[config.mk]
export PLATFORM = sky130hd
export DESIGN_NAME = adc_chain_seq
export DESIGN_NICKNAME = d
export VERILOG_FILES = /design/src/rtl/adc_seq_pkg.sv /design/src/rtl/seq_tick_div.sv /design/src/rtl/seq_status_reg.sv /design/src/rtl/seq_result_store.sv /design/src/rtl/adc_chain_seq.sv
export SDC_FILE = /design/constraint.sdc
export NUM_CORES = 1
export LEC_CHECK = 0
export BUFFER_PORTS_ARGS = -buffer_cell sky130_fd_sc_hd__buf_2
export CAP_MARGIN = 10
export CORE_ASPECT_RATIO = 0.8
export CORE_MARGIN = 2
export CORE_UTILIZATION = 45
export DETAILED_ROUTE_END_ITERATION = 7
export GPL_TIMING_DRIVEN = 0
export PLACE_DENSITY = 0.69
export SYNTH_ARGS = -nofsm -noshare
export SYNTH_HDL_FRONTEND = slang
export SYNTH_SLANG_ARGS = --single-unit
[constraint.sdc]
create_clock -name clk -period 4.05 [get_ports clk]
set_clock_uncertainty 0.15 [all_clocks]
set_input_delay 0.2025 -clock clk [delete_from_list [all_inputs] [get_ports clk]]
set_output_delay 0.2025 -clock clk [all_outputs]
set_load 0.005 [all_outputs]
[src/rtl/adc_seq_pkg.sv]
package adc_seq_pkg;

  typedef enum logic [1:0] {
    ST_IDLE  = 2'd0,
    ST_WAIT  = 2'd1,
    ST_ISSUE = 2'd2,
    ST_CONV  = 2'd3
  } seq_state_e;

  // interrupt code to done-line mask: 0 none, 1..3 line 0..2
  function automatic logic [2:0] irq_to_mask(input logic [1:0] code);
    logic [2:0] m;
    case (code)
      2'd1:    m = 3'b001;
      2'd2:    m = 3'b010;
      2'd3:    m = 3'b100;
      default: m = 3'b000;
    endcase
    return m;
  endfunction

  // flag register update: set beats clear
  function automatic logic [3:0] flag_next(input logic [3:0] cur,
                                           input logic [3:0] clr,
                                           input logic [3:0] set);
    return (cur & ~clr) | set;
  endfunction

endpackage

[src/rtl/seq_tick_div.sv]
module seq_tick_div #(
  parameter int PDIV_W = 8
) (
  input  logic              clk,
  input  logic              rst_n,
  input  logic              restart,
  input  logic [PDIV_W-1:0] pdiv,
  output logic              tick
);
  logic [PDIV_W-1:0] cnt;

  always_ff @(posedge clk or negedge rst_n) begin
    if (!rst_n)            cnt <= '0;
    else if (restart)      cnt <= '0;
    else if (cnt == pdiv)  cnt <= '0;
    else                   cnt <= cnt + PDIV_W'(1);
  end

  assign tick = (cnt == pdiv) && !restart;

  // a tick never follows another tick unless the divider is 0
  assert_tick_spacing_R2: assert property (@(posedge clk) disable iff (!rst_n)
    (tick && pdiv != '0 && $stable(pdiv)) |=> !tick);
endmodule

[src/rtl/seq_status_reg.sv]
module seq_status_reg
  import adc_seq_pkg::*;
(
  input  logic       clk,
  input  logic       rst_n,
  input  logic [3:0] set_vec,
  input  logic [3:0] clr_vec,
  output logic [3:0] flags
);
  always_ff @(posedge clk or negedge rst_n) begin
    if (!rst_n) flags <= '0;
    else        flags <= flag_next(flags, clr_vec, set_vec);
  end

  assert_set_wins_R8: assert property (@(posedge clk) disable iff (!rst_n)
    (set_vec != '0) |=> ((flags & $past(set_vec)) == $past(set_vec)));

  assert_clear_works_R8: assert property (@(posedge clk) disable iff (!rst_n)
    ((clr_vec & ~set_vec) != '0) |=> ((flags & $past(clr_vec & ~set_vec)) == '0));
endmodule

[src/rtl/seq_result_store.sv]
module seq_result_store #(
  parameter int NG    = 4,
  parameter int MS    = 8,
  parameter int RES_W = 12,
  localparam int GW   = (NG > 1) ? $clog2(NG) : 1,
  localparam int SW   = (MS > 1) ? $clog2(MS) : 1,
  localparam int NE   = NG * MS
) (
  input  logic             clk,
  input  logic             rst_n,
  input  logic             wr_en,
  input  logic [GW-1:0]    wr_grp,
  input  logic [SW-1:0]    wr_seg,
  input  logic [RES_W-1:0] wr_data,
  input  logic [GW-1:0]    rd_grp,
  input  logic [SW-1:0]    rd_seg,
  output logic [RES_W-1:0] rd_data
);
  logic [RES_W-1:0] mem [NE];
  logic [GW+SW-1:0] wr_idx, rd_idx;

  assign wr_idx  = {wr_grp, wr_seg};
  assign rd_idx  = {rd_grp, rd_seg};
  assign rd_data = mem[rd_idx];

  for (genvar i = 0; i < NE; i++) begin : g_cell
    always_ff @(posedge clk or negedge rst_n) begin
      if (!rst_n)                                 mem[i] <= '0;
      else if (wr_en && wr_idx == (GW+SW)'(i))    mem[i] <= wr_data;
    end
  end

  assert_store_hit_R10: assert property (@(posedge clk) disable iff (!rst_n)
    wr_en |=> (mem[$past(wr_idx)] == $past(wr_data)));
endmodule

[src/rtl/adc_chain_seq.sv]
module adc_chain_seq
  import adc_seq_pkg::*;
#(
  parameter int NG     = 4,
  parameter int MS     = 8,
  parameter int CH_W   = 5,
  parameter int RES_W  = 12,
  parameter int DLY_W  = 8,
  parameter int PDIV_W = 8,
  localparam int GW    = (NG > 1) ? $clog2(NG) : 1,
  localparam int SW    = (MS > 1) ? $clog2(MS) : 1,
  localparam int HC_W  = 3
) (
  input  logic                    clk,
  input  logic                    rst_n,
  input  logic [PDIV_W-1:0]       pre_div,
  input  logic                    grant_valid,
  input  logic [GW-1:0]           grant_grp,
  input  logic [NG*SW-1:0]        cfg_len,
  input  logic [NG*DLY_W-1:0]     cfg_init_dly,
  input  logic [NG*DLY_W-1:0]     cfg_gap_dly,
  input  logic [NG*MS-1:0]        cfg_b2b,
  input  logic [NG*MS*CH_W-1:0]   cfg_ch,
  input  logic [NG*MS*HC_W-1:0]   cfg_hc,
  input  logic [NG*MS*2-1:0]      cfg_irq,
  output logic                    conv_req,
  output logic [CH_W-1:0]         conv_ch,
  output logic [HC_W-1:0]         conv_hc,
  input  logic                    conv_done,
  input  logic [RES_W-1:0]        conv_result,
  output logic [3:0]              status,
  input  logic [3:0]              clr_mask,
  output logic                    busy,
  output logic                    chain_done,
  input  logic [GW-1:0]           rd_grp,
  input  logic [SW-1:0]           rd_seg,
  output logic [RES_W-1:0]        rd_data
);
  seq_state_e        state;
  logic [GW-1:0]     grp;
  logic [SW-1:0]     seg;
  logic [DLY_W-1:0]  dcnt;
  logic              done_q;

  // named internal events
  logic              tick;
  logic              accept;
  logic              collide;
  logic              seg_fin;
  logic              last_seg;
  logic              go_gap;
  logic              restart;
  logic [GW+SW-1:0]  sidx;
  logic              cur_b2b;
  logic [2:0]        done_set;

  assign sidx     = {grp, seg};
  assign accept   = grant_valid && (state == ST_IDLE);
  assign collide  = grant_valid && (state != ST_IDLE);
  assign seg_fin  = conv_done && (state == ST_CONV);
  assign last_seg = (seg == cfg_len[grp*SW +: SW]);
  assign cur_b2b  = cfg_b2b[sidx];
  assign go_gap   = seg_fin && !last_seg && !cur_b2b;
  assign restart  = accept || go_gap;
  assign done_set = seg_fin ? irq_to_mask(cfg_irq[sidx*2 +: 2]) : 3'b000;

  seq_tick_div #(.PDIV_W(PDIV_W)) u_div (
    .clk     (clk),
    .rst_n   (rst_n),
    .restart (restart),
    .pdiv    (pre_div),
    .tick    (tick)
  );

  always_ff @(posedge clk or negedge rst_n) begin
    if (!rst_n) begin
      state  <= ST_IDLE;
      grp    <= '0;
      seg    <= '0;
      dcnt   <= '0;
      done_q <= 1'b0;
    end else begin
      done_q <= seg_fin && last_seg;
      case (state)
        ST_IDLE: if (accept) begin
          grp   <= grant_grp;
          seg   <= '0;
          dcnt  <= cfg_init_dly[grant_grp*DLY_W +: DLY_W];
          state <= ST_WAIT;
        end
        ST_WAIT: if (tick) begin
          if (dcnt == '0) state <= ST_ISSUE;
          else            dcnt  <= dcnt - DLY_W'(1);
        end
        ST_ISSUE: state <= ST_CONV;
        ST_CONV: if (seg_fin) begin
          if (last_seg) begin
            state <= ST_IDLE;
          end else begin
            seg <= seg + SW'(1);
            if (cur_b2b) begin
              state <= ST_ISSUE;
            end else begin
              dcnt  <= cfg_gap_dly[grp*DLY_W +: DLY_W];
              state <= ST_WAIT;
            end
          end
        end
        default: state <= ST_IDLE;
      endcase
    end
  end

  assign conv_req   = (state == ST_ISSUE);
  assign conv_ch    = cfg_ch[sidx*CH_W +: CH_W];
  assign conv_hc    = cfg_hc[sidx*HC_W +: HC_W];
  assign busy       = (state != ST_IDLE);
  assign chain_done = done_q;

  seq_status_reg u_stat (
    .clk     (clk),
    .rst_n   (rst_n),
    .set_vec ({collide, done_set}),
    .clr_vec (clr_mask),
    .flags   (status)
  );

  seq_result_store #(.NG(NG), .MS(MS), .RES_W(RES_W)) u_store (
    .clk     (clk),
    .rst_n   (rst_n),
    .wr_en   (seg_fin),
    .wr_grp  (grp),
    .wr_seg  (seg),
    .wr_data (conv_result),
    .rd_grp  (rd_grp),
    .rd_seg  (rd_seg),
    .rd_data (rd_data)
  );

  assert_req_pulse_R12: assert property (@(posedge clk) disable iff (!rst_n)
    conv_req |=> !conv_req);

  assert_idle_at_done_R5: assert property (@(posedge clk) disable iff (!rst_n)
    chain_done |-> !busy);

  assert_collision_flag_R9: assert property (@(posedge clk) disable iff (!rst_n)
    (grant_valid && busy) |=> status[3]);

  assert_collision_keeps_group_R9: assert property (@(posedge clk) disable iff (!rst_n)
    (grant_valid && busy) |=> (grp == $past(grp)));

  assert_stray_done_R11: assert property (@(posedge clk) disable iff (!rst_n)
    (conv_done && state != ST_CONV && clr_mask == 4'd0) |=> (status[2:0] == $past(status[2:0])));
endmodule

==> run_results.csv <==
group,metric,value,unit
pwr,power.density,589,nW/um2
worst_setup_path,worstPathCellList,"buf_2 -> buf_6 -> buf_6 -> buf_4 -> mux4_2 -> mux4_2 -> mux2_2 -> buf_2",
synthesis,synthCells,1417,
final_layout,syn2layout_area_growth,21.9,%
place,hpwl,60400,um
floorplan,fp.coreArea,49400,um2
timing,final-hold-violation-count,0,
place,numPortBuffers,483,
worst_setup_path,cp-end-kind,"primary output",
global_route,grtUsageTotal,30.8,%
global_route,grt_pass1_wl,113000,um
synthesis,yosysMostFrequentCell,"mux2_2",
synthesis,yosysWarnings,0,
floorplan,die_h,203,um
place,gp_congestion,1.05,
floorplan,die_x,253,um
global_route,antenna_found_initial,6,
routing,via_per_inst,6.00,
global_route,met2_usage,44.6,%
worst_setup_path,worstPathRequired,3.70,ns
floorplan,dieArea,51500,um2
worst_setup_path,path_delay_family,"multiplexers",
global_route,met3_usage,12.1,%
routing,drtPass1Iterations,5,
synthesis,yosysSeqAreaShare,46.1,%
timing,slew_headroom,17.7,%
synthesis,avgSynthCellArea,15.8,um2
final_layout,nets,2439,
final_layout,design_area,27300,um2
pwr,max-vdd-ir-drop,0.338,mV
status,status,"finished clean",
routing,vias,16000,
routing,postRouteAntennaNets,0,
synthesis,synth_cell_type_count,51,
final_layout,drive_gt1_share,62.6,%
cts,tritoncts,"done",
routing,drc,0,
worst_setup_path,cp_slowest_cell,"mux4_2",
global_route,grt_pass1_vias,16900,
worst_setup_path,worst-path-buf-inv,5,
synthesis,syn-num-nets,1890,
cts,ctsRootBufferMaster,"clkbuf_16",
worst_setup_path,crit_type,"reg -> out",
timing,finalCritPeriodShare,96.7,%
timing,setup_tns,0,ns
place,preCtsSetupSlack,-0.270,ns
global_route,grt_overflow,0,
floorplan,initial_core_util,45.3,%
cts,cts_max_level,2,
worst_setup_path,critical_path.max_fanout,10,
timing,finalSetupViolations,0,
cts,clkTransAtPathRegs,0.06,ns
synthesis,synth.cell_area,22400,um2
synthesis,synth-seq-cells,412,
timing,final_max_slew_viol_count,0,
cts,postCtsSetupBuffers,0,
final_layout,fin_util,55.2,%
global_route,top_usage_layer,"met2",
synthesis,synth_top_cells_by_area,"dfrtp_1 46%, mux4_2 24%, mux2_2 21%",
floorplan,ios,490,
place,dpl-instance-area,25700,um2
pwr,p_leak,0.0127,uW
routing,drtIter0Drc,1630,
timing,rsz0062_at_grt,"no",
timing,worst_pin_slew,1.23,ns
run,cap_violations,0,
cts,clk_latency,0.55,ns
synthesis,yosysTopAreaCellShare,46.1,%
timing,min_period,3.92,ns
synthesis,ys.flop_type,"dfrtp_1",
floorplan,num_rows,73,
synthesis,synth_top_cell_by_area,"dfrtp_1",
synthesis,synthArstFlopShare,100,%
routing,routedWlPerCell,29.3,um
cts,cts.sinks,412,
cts,cts_made_buffers,42,
global_route,met1_usage,43.3,%
global_route,grt_max_degree,126,
timing,fmax,255,MHz
timing,setup_ws,0.134,ns
worst_setup_path,crit_arrival,3.56,ns
routing,drt-total-wl,78200,um
worst_setup_path,startpoint_type,"register",
synthesis,synth_edf_count,0,
pwr,power,16100,uW
synthesis,synth_common_cells,"416 x mux2_2, 412 x dfrtp_1, 243 x mux4_2, 101 x clkbuf_1, 48 x nor2_1",
worst_setup_path,max_stage_delay,0.54,ns
min_path,worstHoldPathType,"in -> reg",
cts,ctsLongestPathBuffers,3,
## kinds of logic after synthesis
kind of cell	share of synthesized area (%)
muxes	45.9
DFF	46.1
buffers and inverters	2.88
and+or+nand+nor	2.15
AOI/OAI and AO/OA	1.43
xor gates and xnor gates	0.978
adders and majority gates	0.559
## per-layer routing
| metal | share of wire, % | vias to the layer above |
|---|---|---|
| met5 | 0 | - |
| met4 | 2.8 | 0 |
| met3 | 12 | 113 |
| met2 | 43 | 827 |
| met1 | 42 | 8496 |
| li1 | - | 6584 |
## worst reg2reg max path, delay by kind of cell (launching register included)
family / cells / cell delay [ns]
adders and majority gates: 1 / 0.27
buffers and inverters: 2 / 1.22
and+or+nand+nor: 3 / 0.88
DFF: 1 / 0.42
muxes: 1 / 0.43
## sequential cells by signal (all words and copies together) (netlist names)
| name | flops |
|---|---|
| chain_done | 1 |
| u_stat.flags | 4 |
| u_store.mem | 384 |
| grp | 2 |
| dcnt | 8 |
| state | 2 |
| u_div.cnt | 8 |
| seg | 3 |
## final timing paths
kind                                       start          endpoint  slack (ns)  depth (start not counted)
worst max-delay path                      seg[0]        conv_hc[2]        0.13                          8
worst min-delay path             cfg_gap_dly[24]           dcnt[0]        0.05                          4
worst max register to register          state[0]  u_store.mem[382]        0.55                          7
worst min register to register  u_store.mem[208]  u_store.mem[208]        0.35                          1
max in group asynchronous                  rst_n   u_store.mem[87]        2.56                          3
min in group asynchronous                  rst_n  u_store.mem[197]        0.11                          2
## per-stage QoR
stage	std cells	hold slack, ns
after floorplan	1417	-0.243
after global placement	2575	0.253
after detailed placement	2579	0.105
after CTS	2666	0.0323
after global routing	2669	0.0677
final	2671	0.0493
## repair_timing
action / in CTS / in global routing
hold buffers: 19 / 0
gates resized for setup: 26 / 4
endpoints found under the setup margin: 8 / 8
gates cloned: 0 / 0
endpoints found under the hold margin: 111 / 0
## power breakdown
part	leakage [uW]	internal, uW	total (uW)	switching, uW
Sequential	0.00558	5210	5820	604
Clock	0.000619	2080	3670	1590
Combinational	0.00654	3430	6590	3160
Total	0.0127	10700	16100	5360
## cell usage in the layout, fill, tap and decap left out, types with 10 or more instances in the layout
cell type,count
buf_2,500
mux2_2,416
dfrtp_1,412
mux4_2,243
clkbuf_1,109
nor2_1,48
clkbuf_16,43
nand2_1,23
dlygate4sd3_1,19
xor2_1,16
inv_1,14
nand3_1,12
ha_1,10
## final cells by class
| cell class | instances | area [um2] |
|---|---|---|
| clock inverter | 5 | 28.8 |
| clock buffer | 66 | 1230 |
| inverter | 15 | 56.3 |
| tap | 675 | 845 |
| fill | 4006 | 22100 |
| antenna | 3 | 7.51 |
| buffer | 138 | 637 |
| multi-input combinational | 849 | 11400 |
| sequential | 412 | 10300 |
| timing repair buffer | 508 | 2750 |
No activity file was read; power rests on OpenSTA's default activity.
